`config.mk`:
```
export PLATFORM = sky130hd
export DESIGN_NAME = mbox_irq
export DESIGN_NICKNAME = d
export VERILOG_FILES = /design/src/rtl/mbox_irq.sv
export SDC_FILE = /design/constraint.sdc
export NUM_CORES = 1
export LEC_CHECK = 0
export ABC_AREA = 1
export BUFFER_PORTS_ARGS = -buffer_cell sky130_fd_sc_hd__buf_2
export CORE_AREA = 2 2 39 41
export DETAILED_ROUTE_END_ITERATION = 12
export DIE_AREA = 0 0 41 43
export MAX_ROUTING_LAYER = met4
export PLACE_DENSITY_LB_ADDON = 0.12
export SKIP_CTS_REPAIR_TIMING = 1
export SYNTH_ARGS = -nofsm -noshare
export SYNTH_HDL_FRONTEND = slang
export SYNTH_SLANG_ARGS = --single-unit
export TNS_END_PERCENT = 20
```
`constraint.sdc`:
```
create_clock -name clk -period 0.81 [get_ports clk]
set_input_delay 0.0405 -clock clk [delete_from_list [all_inputs] [get_ports clk]]
set_output_delay 0.0405 -clock clk [all_outputs]
set_load 0.01 [all_outputs]
```
`src/rtl/mbox_irq.sv`:
```
module mbox_irq #(
  parameter int ADDR_W = 11
) (
  input  logic              clk,
  input  logic              rst_n,
  input  logic [ADDR_W-1:0] a_addr,
  input  logic              a_ce_n,
  input  logic              a_we_n,
  input  logic              a_oe_n,
  input  logic [ADDR_W-1:0] b_addr,
  input  logic              b_ce_n,
  input  logic              b_we_n,
  input  logic              b_oe_n,
  output logic              irq_a_n,
  output logic              irq_b_n
);
  localparam logic [ADDR_W-1:0] BOX_TO_B = '1;
  localparam logic [ADDR_W-1:0] BOX_TO_A = BOX_TO_B - 1'b1;

  logic a_wr, a_rd, b_wr, b_rd;
  logic set_a, clr_a, set_b, clr_b;

  assign a_wr = !a_ce_n && !a_we_n;
  assign a_rd = !a_ce_n && !a_oe_n && a_we_n;
  assign b_wr = !b_ce_n && !b_we_n;
  assign b_rd = !b_ce_n && !b_oe_n && b_we_n;

  assign set_b = a_wr && (a_addr == BOX_TO_B);
  assign clr_b = b_rd && (b_addr == BOX_TO_B);
  assign set_a = b_wr && (b_addr == BOX_TO_A);
  assign clr_a = a_rd && (a_addr == BOX_TO_A);

  always_ff @(posedge clk or negedge rst_n) begin
    if (!rst_n) begin
      irq_a_n <= 1'b1;
      irq_b_n <= 1'b1;
    end else begin
      if (set_a)      irq_a_n <= 1'b0;
      else if (clr_a) irq_a_n <= 1'b1;
      if (set_b)      irq_b_n <= 1'b0;
      else if (clr_b) irq_b_n <= 1'b1;
    end
  end
endmodule

```
==> metrics.md, run 1 <==
| Metric | Value |
|---|---|
| Cell-internal power | `336 µW` |
| Metal3 WL | `82 µm` |
| Seq pwr share | `0.235` |
| Setup crit end | `irq_b_n` |
| Syn Nets | `82` |
| I/O pins | `32` |
| Post-synthesis register bit count | `2` |
| Die ar. | `1760 µm²` |
| Hold_sp | `b_oe_n` |
| Logic gate share of total power | `0.272` |
| Final RePlAce weighted congestion | `0.607` |
| Synthesized area | `256 µm²` |
| Cell area after layout | `480 µm²` |
| Clock Skew | `0 ns` |
| Final Cycle Share | `1.09` |
| Highest routed layer | `met3` |
| Clk buf depth | `2` |
| TritonCTS clock tree | `yes` |
| Slowest-stage cell, CP | `dfstp_2` |
| Routed wl met2 | `297 µm` |
| Worst hold slack | `0.127 ns` |
| WS Path Type | `flop to output pin` |
| Max-Cap Viols | `0` |
| Sw Share | `0.233` |
| Crit path max-delay family | `flip-flops` |
| Synth Instances | `52` |
| Worst EP required | `0.77 ns` |
| CTS HTree Levels | `1` |
| Vias | `399` |
| Crit path time final | `0.881 ns` |
| Clk network pwr share | `0.493` |
| Final hold violation count | `0` |
| Dpl cell area | `432 µm²` |
| Yosys warns | `0` |
| Number of max-slew violations in the final report | `0` |
| Drt wl/cell | `6.23 µm` |
| Number of global-route vias before repair | `320` |
| Grt ovf | `0` |
| Worst R2R Setup Slack | `0.05 ns` |
| Hpwl dp | `587 µm` |
| Critical path origin | `irq_b_n$_DFFE_PN1P_` |
| Max incr delay on CP | `0.52 ns` |
| CTS Root Cell | `clkbuf_4` |
| DR iter-0 viols | `3` |
| R2r worst-path depth | `2` |
| Min-Delay Path Class | `primary input to flop` |
| Initial Util | `0.185` |
| Critical path arrival | `0.84 ns` |
| WP depth | `1` |
| Die Span Y | `43 µm` |
| Port bufs | `31` |
| Failing checks | `negative setup slack` |
| M1 WL | `262 µm` |
| Core Region | `1380 µm²` |
| Die Width | `41 µm` |
| Initial DRT Pass Iterations | `4` |
| CP startpoint kind | `flop` |
| Core Util, Final | `0.347` |
| Peak supply drop | `0.288 mV` |
| NetSw | `102 µW` |
| Reg2reg start | `irq_b_n$_DFFE_PN1P_` |
| Distinct cells, synth | `8` |
| First-pass GRT wire length | `986 µm` |
| Syn Area/Cell | `4.93 µm²` |
| Setup violations, final | `2` |
| Slew margin rel. | `0.896` |
| Initial antenna violation count | `0` |
| Filler instances | `160` |
| Layout Area Growth over Synthesis | `87.3%` |
| Sequential share of the synthesized area | `0.205` |
| R2R Path End | `irq_b_n$_DFFE_PN1P_` |
| Outcome | `complete, but fails checks` |
| CP Capture Type | `output pin` |
| Leakage | `0.312 nW` |
| Largest net degree at the start of global routing | `3` |
| Clock-pin slew on the worst setup and hold paths | `0.03 ns` |
| Total global-route track usage | `0.0853` |
| # DRC | `0` |
| Routed Wire Length | `642 µm` |
| # rows | `14` |
| Share of cells above drive strength 1 | `0.437` |
| Crit Path Max Fanout | `2` |
| Power Density | `912 nW/µm²` |
| Worst-skew pair later-pin latency | `0.22 ns` |
| Cell Chain, Critical Path | `buf_6` |
| CTS buffer count | `3` |
| Final WS setup | `-0.0712 ns` |
| RSZ-0062 raised after global routing | `yes` |
| Final antenna diode count | `0` |
| Slew @ Worst Pin | `0.156 ns` |
| Crit path buffers/inverters | `1` |
| Max Freq | `1.13 GHz` |
| Nets | `119` |
| Post-route ant nets | `0` |
| DR vias/cell | `3.87` |
| Clock Sinks | `2` |
==> layout by cell type, fill, tap and decap left out <==
| master | count |
|---|---|
| a21oi_1 | 1 |
| nand3b_1 | 1 |
| a21oi_2 | 1 |
| buf_2 | 29 |
| inv_1 | 13 |
| nor2_1 | 11 |
| buf_6 | 2 |
| clkbuf_4 | 3 |
| nand3_1 | 6 |
| nor2_2 | 1 |
| nand2_1 | 16 |
| dlygate4sd3_1 | 1 |
| dfstp_2 | 2 |
==> final cells by class <==
cell class              instances  area (µm²)  area share
flip-flops and latches          2        52.6       0.109
well taps                      16        20.0      0.0417
multi-input cells              37         159       0.331
repair buffers                 32         178       0.370
clock buffers                   3        22.5      0.0469
inverters                      13        48.8       0.102
==> synthesized netlist by cell type (all sizes together) <==
master  instances  area share
nand3           6        0.12
nand3b          1       0.029
a21oi           2       0.039
dfstp           2        0.20
nor2           12        0.19
nand2          16        0.23
inv            13        0.19
==> logic make-up after synthesis <==
group | Yosys count | share of synthesized area
and+or+nand+nor | 35 | 0.566
buffers and inverters | 13 | 0.190
AOI/OAI and AO/OA | 2 | 0.0390
DFF | 2 | 0.205
==> metrics by stage <==
step | setup TNS [ns] | setup WS, ns | instances | total power [mW]
after detailed placement | 0 | 0.0652 | 99 | 0.220
after floorplan | 0 | 0.0469 | 52 | 0.142
after global placement | 0 | 0.0789 | 99 | 0.219
after CTS | -0.200 | -0.100 | 102 | 0.451
final | -0.142 | -0.0712 | 103 | 0.438
after global routing | -0.198 | -0.103 | 103 | 0.481
==> worst min path at each step <==
stage | endpoint | slack [ns] | cells after the start
final | irq_b_n$_DFFE_PN1P_ | 0.13 | 6
after global routing | irq_b_n$_DFFE_PN1P_ | 0.17 | 6
after CTS | irq_a_n$_DFFE_PN1P_ | -0.24 | 1
after detailed placement | irq_a_n$_DFFE_PN1P_ | -0.002 | 1
after global placement | irq_a_n$_DFFE_PN1P_ | -0.002 | 1
after floorplan | irq_a_n$_DFFE_PN1P_ | -0.11 | 0
==> flip-flops by register name, indices dropped and copies added (netlist names) <==
register	count
irq_a_n	1
irq_b_n	1
==> metal layers <==
metal,vias to the layer above,GRT usage
met4,0,0.0600
met5,-,-
li1,223,-
met2,21,0.138
met1,155,0.0769
met3,0,0.0314
==> power by group through the flow <==
stage	clock [mW]	sequential, mW	combinational [mW]
finish	0.216	0.103	0.119
global placement	0	0.104	0.115
global route	0.238	0.103	0.140
detailed placement	0	0.104	0.116
floorplan	0	0.104	0.0377
CTS	0.232	0.103	0.116
==> tightest hold or removal path: stages <==
cell and delay (ns):
buf_2 0.08, nor2_1 0.03, nand2_1 0.05, nor2_1 0.04, nand2_1 0.05, a21oi_1 0.05
(Power assumes the default switching activity.)
==> inputs of run 2 (changes only) <==
--- a/config.mk
+++ b/config.mk
@@ -10,6 +10,7 @@
 export CORE_AREA = 2 2 39 41
 export DETAILED_ROUTE_END_ITERATION = 12
 export DIE_AREA = 0 0 41 43
+export GPL_TIMING_DRIVEN = 0
 export MAX_ROUTING_LAYER = met4
 export PLACE_DENSITY_LB_ADDON = 0.12
 export SKIP_CTS_REPAIR_TIMING = 1
==> metrics.md, run 2 (synthesis results as in run 1) <==
| Metric | Value |
|---|---|
| Core Region | `1380 µm² (unchanged)` |
| Clock Sinks | `2 (unchanged)` |
| Slew @ Worst Pin | `0.110 ns (-0.0457 ns)` |
| Initial DRT Pass Iterations | `1 (-3)` |
| CTS Root Cell | `clkbuf_4` |
| Clock-pin slew on the worst setup and hold paths | `0.03 ns (about the same)` |
| CTS HTree Levels | `1 (unchanged)` |
| Top flop regs | `irq_a_n (1), irq_b_n (1)` |
| Final WS setup | `-0.0706 ns (+0.000556 ns)` |
| Slowest-stage cell, CP | `dfstp_2` |
| Final RePlAce weighted congestion | `0.600 (-1.1%)` |
| Max-Cap Viols | `0 (unchanged)` |
| Power Density | `922 nW/µm² (+1.1%)` |
| Crit Path Max Fanout | `2 (unchanged)` |
| CP startpoint kind | `flop` |
| Number of max-slew violations in the final report | `0 (unchanged)` |
| Peak supply drop | `0.268 mV (-6.8%)` |
| Die Span Y | `43 µm (unchanged)` |
| First-pass GRT wire length | `952 µm (-3.4%)` |
| Die Width | `41 µm (unchanged)` |
| # DRC | `0 (unchanged)` |
| RSZ-0062 raised after global routing | `yes` |
| Post-route ant nets | `0 (unchanged)` |
| I/O pins | `32 (unchanged)` |
| Max incr delay on CP | `0.52 ns (about the same)` |
| TritonCTS clock tree | `yes` |
| Crit path time final | `0.881 ns (-0.000556 ns)` |
| Nets | `119 (unchanged)` |
| Max Freq | `1.14 GHz (about the same)` |
| Crit path buffers/inverters | `1 (unchanged)` |
| WS Path Type | `flop to output pin` |
| Largest net degree at the start of global routing | `3 (unchanged)` |
| Final Cycle Share | `1.09 (about the same)` |
| TNS Setup | `-0.140 ns (+0.00279 ns)` |
| DR vias/cell | `3.85 (-0.50%)` |
| Design Power | `440 µW (+0.30%)` |
| Final hold violation count | `0 (unchanged)` |
| Outcome | `complete, but fails checks` |
| Layout Area Growth over Synthesis | `85.9%` |
| Vias | `397 (-0.50%)` |
| Die ar. | `1760 µm² (unchanged)` |
| Crit path max-delay family | `flip-flops` |
| Share of cells above drive strength 1 | `0.425 (-0.0115)` |
| Failing checks | `negative setup slack` |
| Min-Delay Path Class | `primary input to flop` |
| Most common cell after layout, fill and taps aside | `buf_2` |
| Worst-skew pair later-pin latency | `0.22 ns (about the same)` |
| Grt ovf | `0 (unchanged)` |
| Setup violations, final | `2 (unchanged)` |
| DR iter-0 viols | `0 (-3)` |
| Most frequent cells in the layout | `buf_2, nand2_1, inv_1` |
| Routed Wire Length | `649 µm (+1.1%)` |
| Total global-route track usage | `0.0812 (-0.00411)` |
| Cell Chain, Critical Path | `buf_6` |
| Port bufs | `31 (unchanged)` |
| CTS buffer count | `3 (unchanged)` |
| Clock Skew | `0 ns (unchanged)` |
| CP Capture Type | `output pin` |
| Hpwl dp | `577 µm (-1.8%)` |
| Worst hold slack | `0.125 ns (-0.00199 ns)` |
| Number of global-route vias before repair | `324 (+1.3%)` |
| Clk buf depth | `2 (unchanged)` |
| Leakage | `0.311 nW (-0.33%)` |
| Critical path arrival | `0.84 ns (about the same)` |
| Initial antenna violation count | `0 (unchanged)` |
| Slew margin rel. | `0.926 (+0.0305)` |
| # rows | `14 (unchanged)` |
| Drt wl/cell | `6.30 µm (+1.1%)` |
| Worst EP required | `0.77 ns (about the same)` |
| Final antenna diode count | `0 (unchanged)` |
| Initial Util | `0.185 (unchanged)` |
[run 2: cell count changes in the layout (fill, tap and decap cells not counted)]
cell     change
a21oi_1      +1
a21oi_2      -1
[run 2: cell type report]
class | count | area (µm²)
Inverter | 13 | 48.8
Tap cell | 16 | 20.0
Multi-Input combinational cell | 37 | 155
Timing Repair Buffer | 32 | 178
Sequential cell | 2 | 52.6
Fill cell | 171 | 907
Clock buffer | 3 | 22.5
[run 2: final timing paths]
check	start	end	slack, ns	cells past startpoint
min	b_oe_n	irq_b_n$_DFFE_PN1P_	0.12	6
min reg2reg	irq_b_n$_DFFE_PN1P_	irq_b_n$_DFFE_PN1P_	0.47	2
min in group asynchronous	rst_n	irq_a_n$_DFFE_PN1P_	0.31	2
max	irq_b_n$_DFFE_PN1P_	irq_b_n	-0.07	1
max reg2reg	irq_a_n$_DFFE_PN1P_	irq_a_n$_DFFE_PN1P_	0.04	2
max in group asynchronous	rst_n	irq_b_n$_DFFE_PN1P_	0.48	2
[run 2: power breakdown]
group | internal, mW | switching, mW | total [mW]
Clock | 0.163 | 0.0537 | 0.217
Combinational | 0.0704 | 0.0495 | 0.120
Sequential | 0.102 | 0.000515 | 0.103
[run 2: stage by stage]
step	cells	area (µm²)	setup WS, ns	utilization
2_1_floorplan	52	256	0.0469	-
3_3_place_gp	99	432	0.0658	0.312
3_5_place_dp	99	432	0.0664	0.312
4_1_cts	102	454	-0.0982	0.328
5_1_grt	103	477	-0.0889	0.344
6_report	103	477	-0.0706	0.344
[run 2: routing by layer]
metal | vias up | share of wire | global-route usage
li1 | 223 | - | -
met5 | - | 0 | -
met2 | 19 | 0.50 | 0.134
met3 | 0 | 0.11 | 0
met1 | 155 | 0.38 | 0.0769
met4 | 0 | 0 | 0.0800
[run 2: tightest hold or removal path: stages]
cell and delay (ns):
buf_2 0.07, nor2_1 0.03, nand2_1 0.05, nor2_1 0.04, nand2_1 0.05, a21oi_1 0.05
==> inputs of run 3 (changes only) <==
--- a/config.mk
+++ b/config.mk
@@ -7,9 +7,9 @@
 export LEC_CHECK = 0
 export ABC_AREA = 1
 export BUFFER_PORTS_ARGS = -buffer_cell sky130_fd_sc_hd__buf_2
-export CORE_AREA = 2 2 39 41
+export CORE_AREA = 4 4 41 43
 export DETAILED_ROUTE_END_ITERATION = 12
-export DIE_AREA = 0 0 41 43
+export DIE_AREA = 0 0 45 47
 export GPL_TIMING_DRIVEN = 0
 export MAX_ROUTING_LAYER = met4
 export PLACE_DENSITY_LB_ADDON = 0.12
==> metrics.md, run 3 (synthesis results as in run 1) <==
| Metric | Value |
|---|---|
| Peak supply drop | `0.652 mV (+140%)` |
| Seq pwr share | `0.234 (about the same)` |
| Nets | `119 (unchanged)` |
| Logic gate share of total power | `0.273 (about the same)` |
| Layout Area Growth over Synthesis | `88.3%` |
| CP startpoint kind | `flop` |
| Min-Delay Path Class | `primary input to flop` |
| Critical path arrival | `0.84 ns (about the same)` |
| Largest net degree at the start of global routing | `3 (unchanged)` |
| Max Freq | `1.13 GHz (-0.47%)` |
| Crit Path Max Fanout | `2 (unchanged)` |
| Top flop regs | `irq_a_n (1), irq_b_n (1)` |
| Power Density | `911 nW/µm² (-1.2%)` |
| Final antenna diode count | `0 (unchanged)` |
| Placed cell count | `98 (-1.0%)` |
| Failing checks | `negative setup slack` |
| Final RePlAce weighted congestion | `0.603 (+0.50%)` |
| Port bufs | `31 (unchanged)` |
| RSZ-0062 raised after global routing | `yes` |
| Clock Sinks | `2 (unchanged)` |
| First-pass GRT wire length | `1090 µm (+14%)` |
| Final Cycle Share | `1.09 (+0.00514)` |
| Crit path buffers/inverters | `1 (unchanged)` |
| Clk network pwr share | `0.493 (about the same)` |
| Drt wl/cell | `7.35 µm (+17%)` |
| Clock-pin slew on the worst setup and hold paths | `0.03 ns (about the same)` |
| CTS HTree Levels | `1 (unchanged)` |
| Die Width | `45 µm (+9.8%)` |
| Setup violations, final | `2 (unchanged)` |
| Setup WS pre-CTS | `0.0460 ns (-0.0205 ns)` |
| Outcome | `complete, but fails checks` |
| Worst-skew pair later-pin latency | `0.22 ns (about the same)` |
| I/O pins | `32 (unchanged)` |
| Slowest-stage cell, CP | `dfstp_2` |
| CTS buffer count | `3 (unchanged)` |
| NetSw | `104 µW (about the same)` |
| Leakage | `0.313 nW (+0.66%)` |
| Reg2reg start | `irq_b_n$_DFFE_PN1P_` |
| Clk buf depth | `2 (unchanged)` |
| Number of max-slew violations in the final report | `0 (unchanged)` |
| Most frequent cells in the layout | `buf_2, nand2_1, inv_1` |
| Critical path origin | `irq_a_n$_DFFE_PN1P_` |
| Slew @ Worst Pin | `0.132 ns (+0.0217 ns)` |
| Initial antenna violation count | `0 (unchanged)` |
| Hold_sp | `b_oe_n` |
| Sw Share | `0.236 (about the same)` |
| Cell-internal power | `336 µW (about the same)` |
| Max incr delay on CP | `0.53 ns (about the same)` |
| Total global-route track usage | `0.0726 (-0.00860)` |
| CTS Root Cell | `clkbuf_4` |
| WS Path Type | `flop to output pin` |
| Routed Wire Length | `750 µm (+16%)` |
| DR iter-0 viols | `1 (+1)` |
| # rows | `13 (-1)` |
| Die Span Y | `47 µm (+9.3%)` |
| Worst EP required | `0.77 ns (about the same)` |
| Core Region | `1300 µm² (-6.0%)` |
| Die ar. | `2120 µm² (+20%)` |
| Crit path max-delay family | `flip-flops` |
| Cell Chain, Critical Path | `buf_6` |
| Grt ovf | `0 (unchanged)` |
| Share of cells above drive strength 1 | `0.448 (+0.0230)` |
| Crit path time final | `0.885 ns (+0.00416 ns)` |
| Hpwl dp | `660 µm (+14%)` |
| Initial Util | `0.197 (+0.0118)` |
| # DRC | `0 (unchanged)` |
| Fin cells | `102 (-0.97%)` |
| TritonCTS clock tree | `yes` |
| Clock Skew | `0 ns (unchanged)` |
| Most common cell after layout, fill and taps aside | `buf_2` |
| Final hold violation count | `0 (unchanged)` |
| DR vias/cell | `3.73 (-3.3%)` |
| Post-route ant nets | `0 (unchanged)` |
| Final WS setup | `-0.0748 ns (-0.00416 ns)` |
| Slew margin rel. | `0.912 (-0.0145)` |
| Vias | `380 (-4.3%)` |
| Initial DRT Pass Iterations | `2 (+1)` |
| CP Capture Type | `output pin` |
| Max-Cap Viols | `0 (unchanged)` |
| Number of global-route vias before repair | `318 (-1.9%)` |
==> run 3: cell counts in the layout (fill, tap and decap cells not counted) <==
Identical to the previous run, type by type.
==> run 3: power by group through the flow <==
stage / logic, mW / clock network, mW / registers, mW
6_report: 0.120 / 0.217 / 0.103
5_1_grt: 0.139 / 0.249 / 0.103
4_1_cts: 0.117 / 0.230 / 0.103
3_5_place_dp: 0.116 / 0 / 0.104
3_3_place_gp: 0.115 / 0 / 0.104
2_1_floorplan: 0.0377 / 0 / 0.104
==> run 3: per-stage QoR <==
stage                     cell area [µm²]  setup TNS (ns)   util  power (mW)  hold slack, ns
after CTS                             453          -0.201  0.348       0.450          -0.248
final                                 483          -0.149  0.371       0.440           0.135
after floorplan                       256               0      -       0.142          -0.107
after global placement                430               0  0.331       0.218        -0.00781
after detailed placement              430               0  0.331       0.220        -0.00821
after global routing                  483          -0.215  0.371       0.491           0.155
==> run 3: cell type report <==
class	instances	area [µm²]
fillers	153	818
repair buffers	32	178
multi-input cells	37	163
flip-flops and latches	2	52.6
inverters	13	48.8
clock buffers	3	22.5
well taps	15	18.8
==> run 3: layer usage <==
| layer | wire length, µm | GRT usage | vias to the layer above |
|---|---|---|---|
| met5 | 0 | - | - |
| met4 | 0 | 0.0526 | 0 |
| met3 | 83 | 0.0115 | 0 |
| met2 | 366 | 0.121 | 14 |
| met1 | 299 | 0.0773 | 142 |
| li1 | - | - | 224 |
==> run 3: worst paths after layout <==
| kind | end | slack, ns | depth (start not counted) |
|---|---|---|---|
| setup / recovery | irq_a_n | -0.07 | 1 |
| hold / removal | irq_b_n$_DFFE_PN1P_ | 0.14 | 6 |
| setup reg to reg | irq_b_n$_DFFE_PN1P_ | 0.04 | 2 |
| hold reg to reg | irq_a_n$_DFFE_PN1P_ | 0.48 | 2 |
| max in group asynchronous | irq_a_n$_DFFE_PN1P_ | 0.49 | 2 |
| min in group asynchronous | irq_b_n$_DFFE_PN1P_ | 0.30 | 2 |
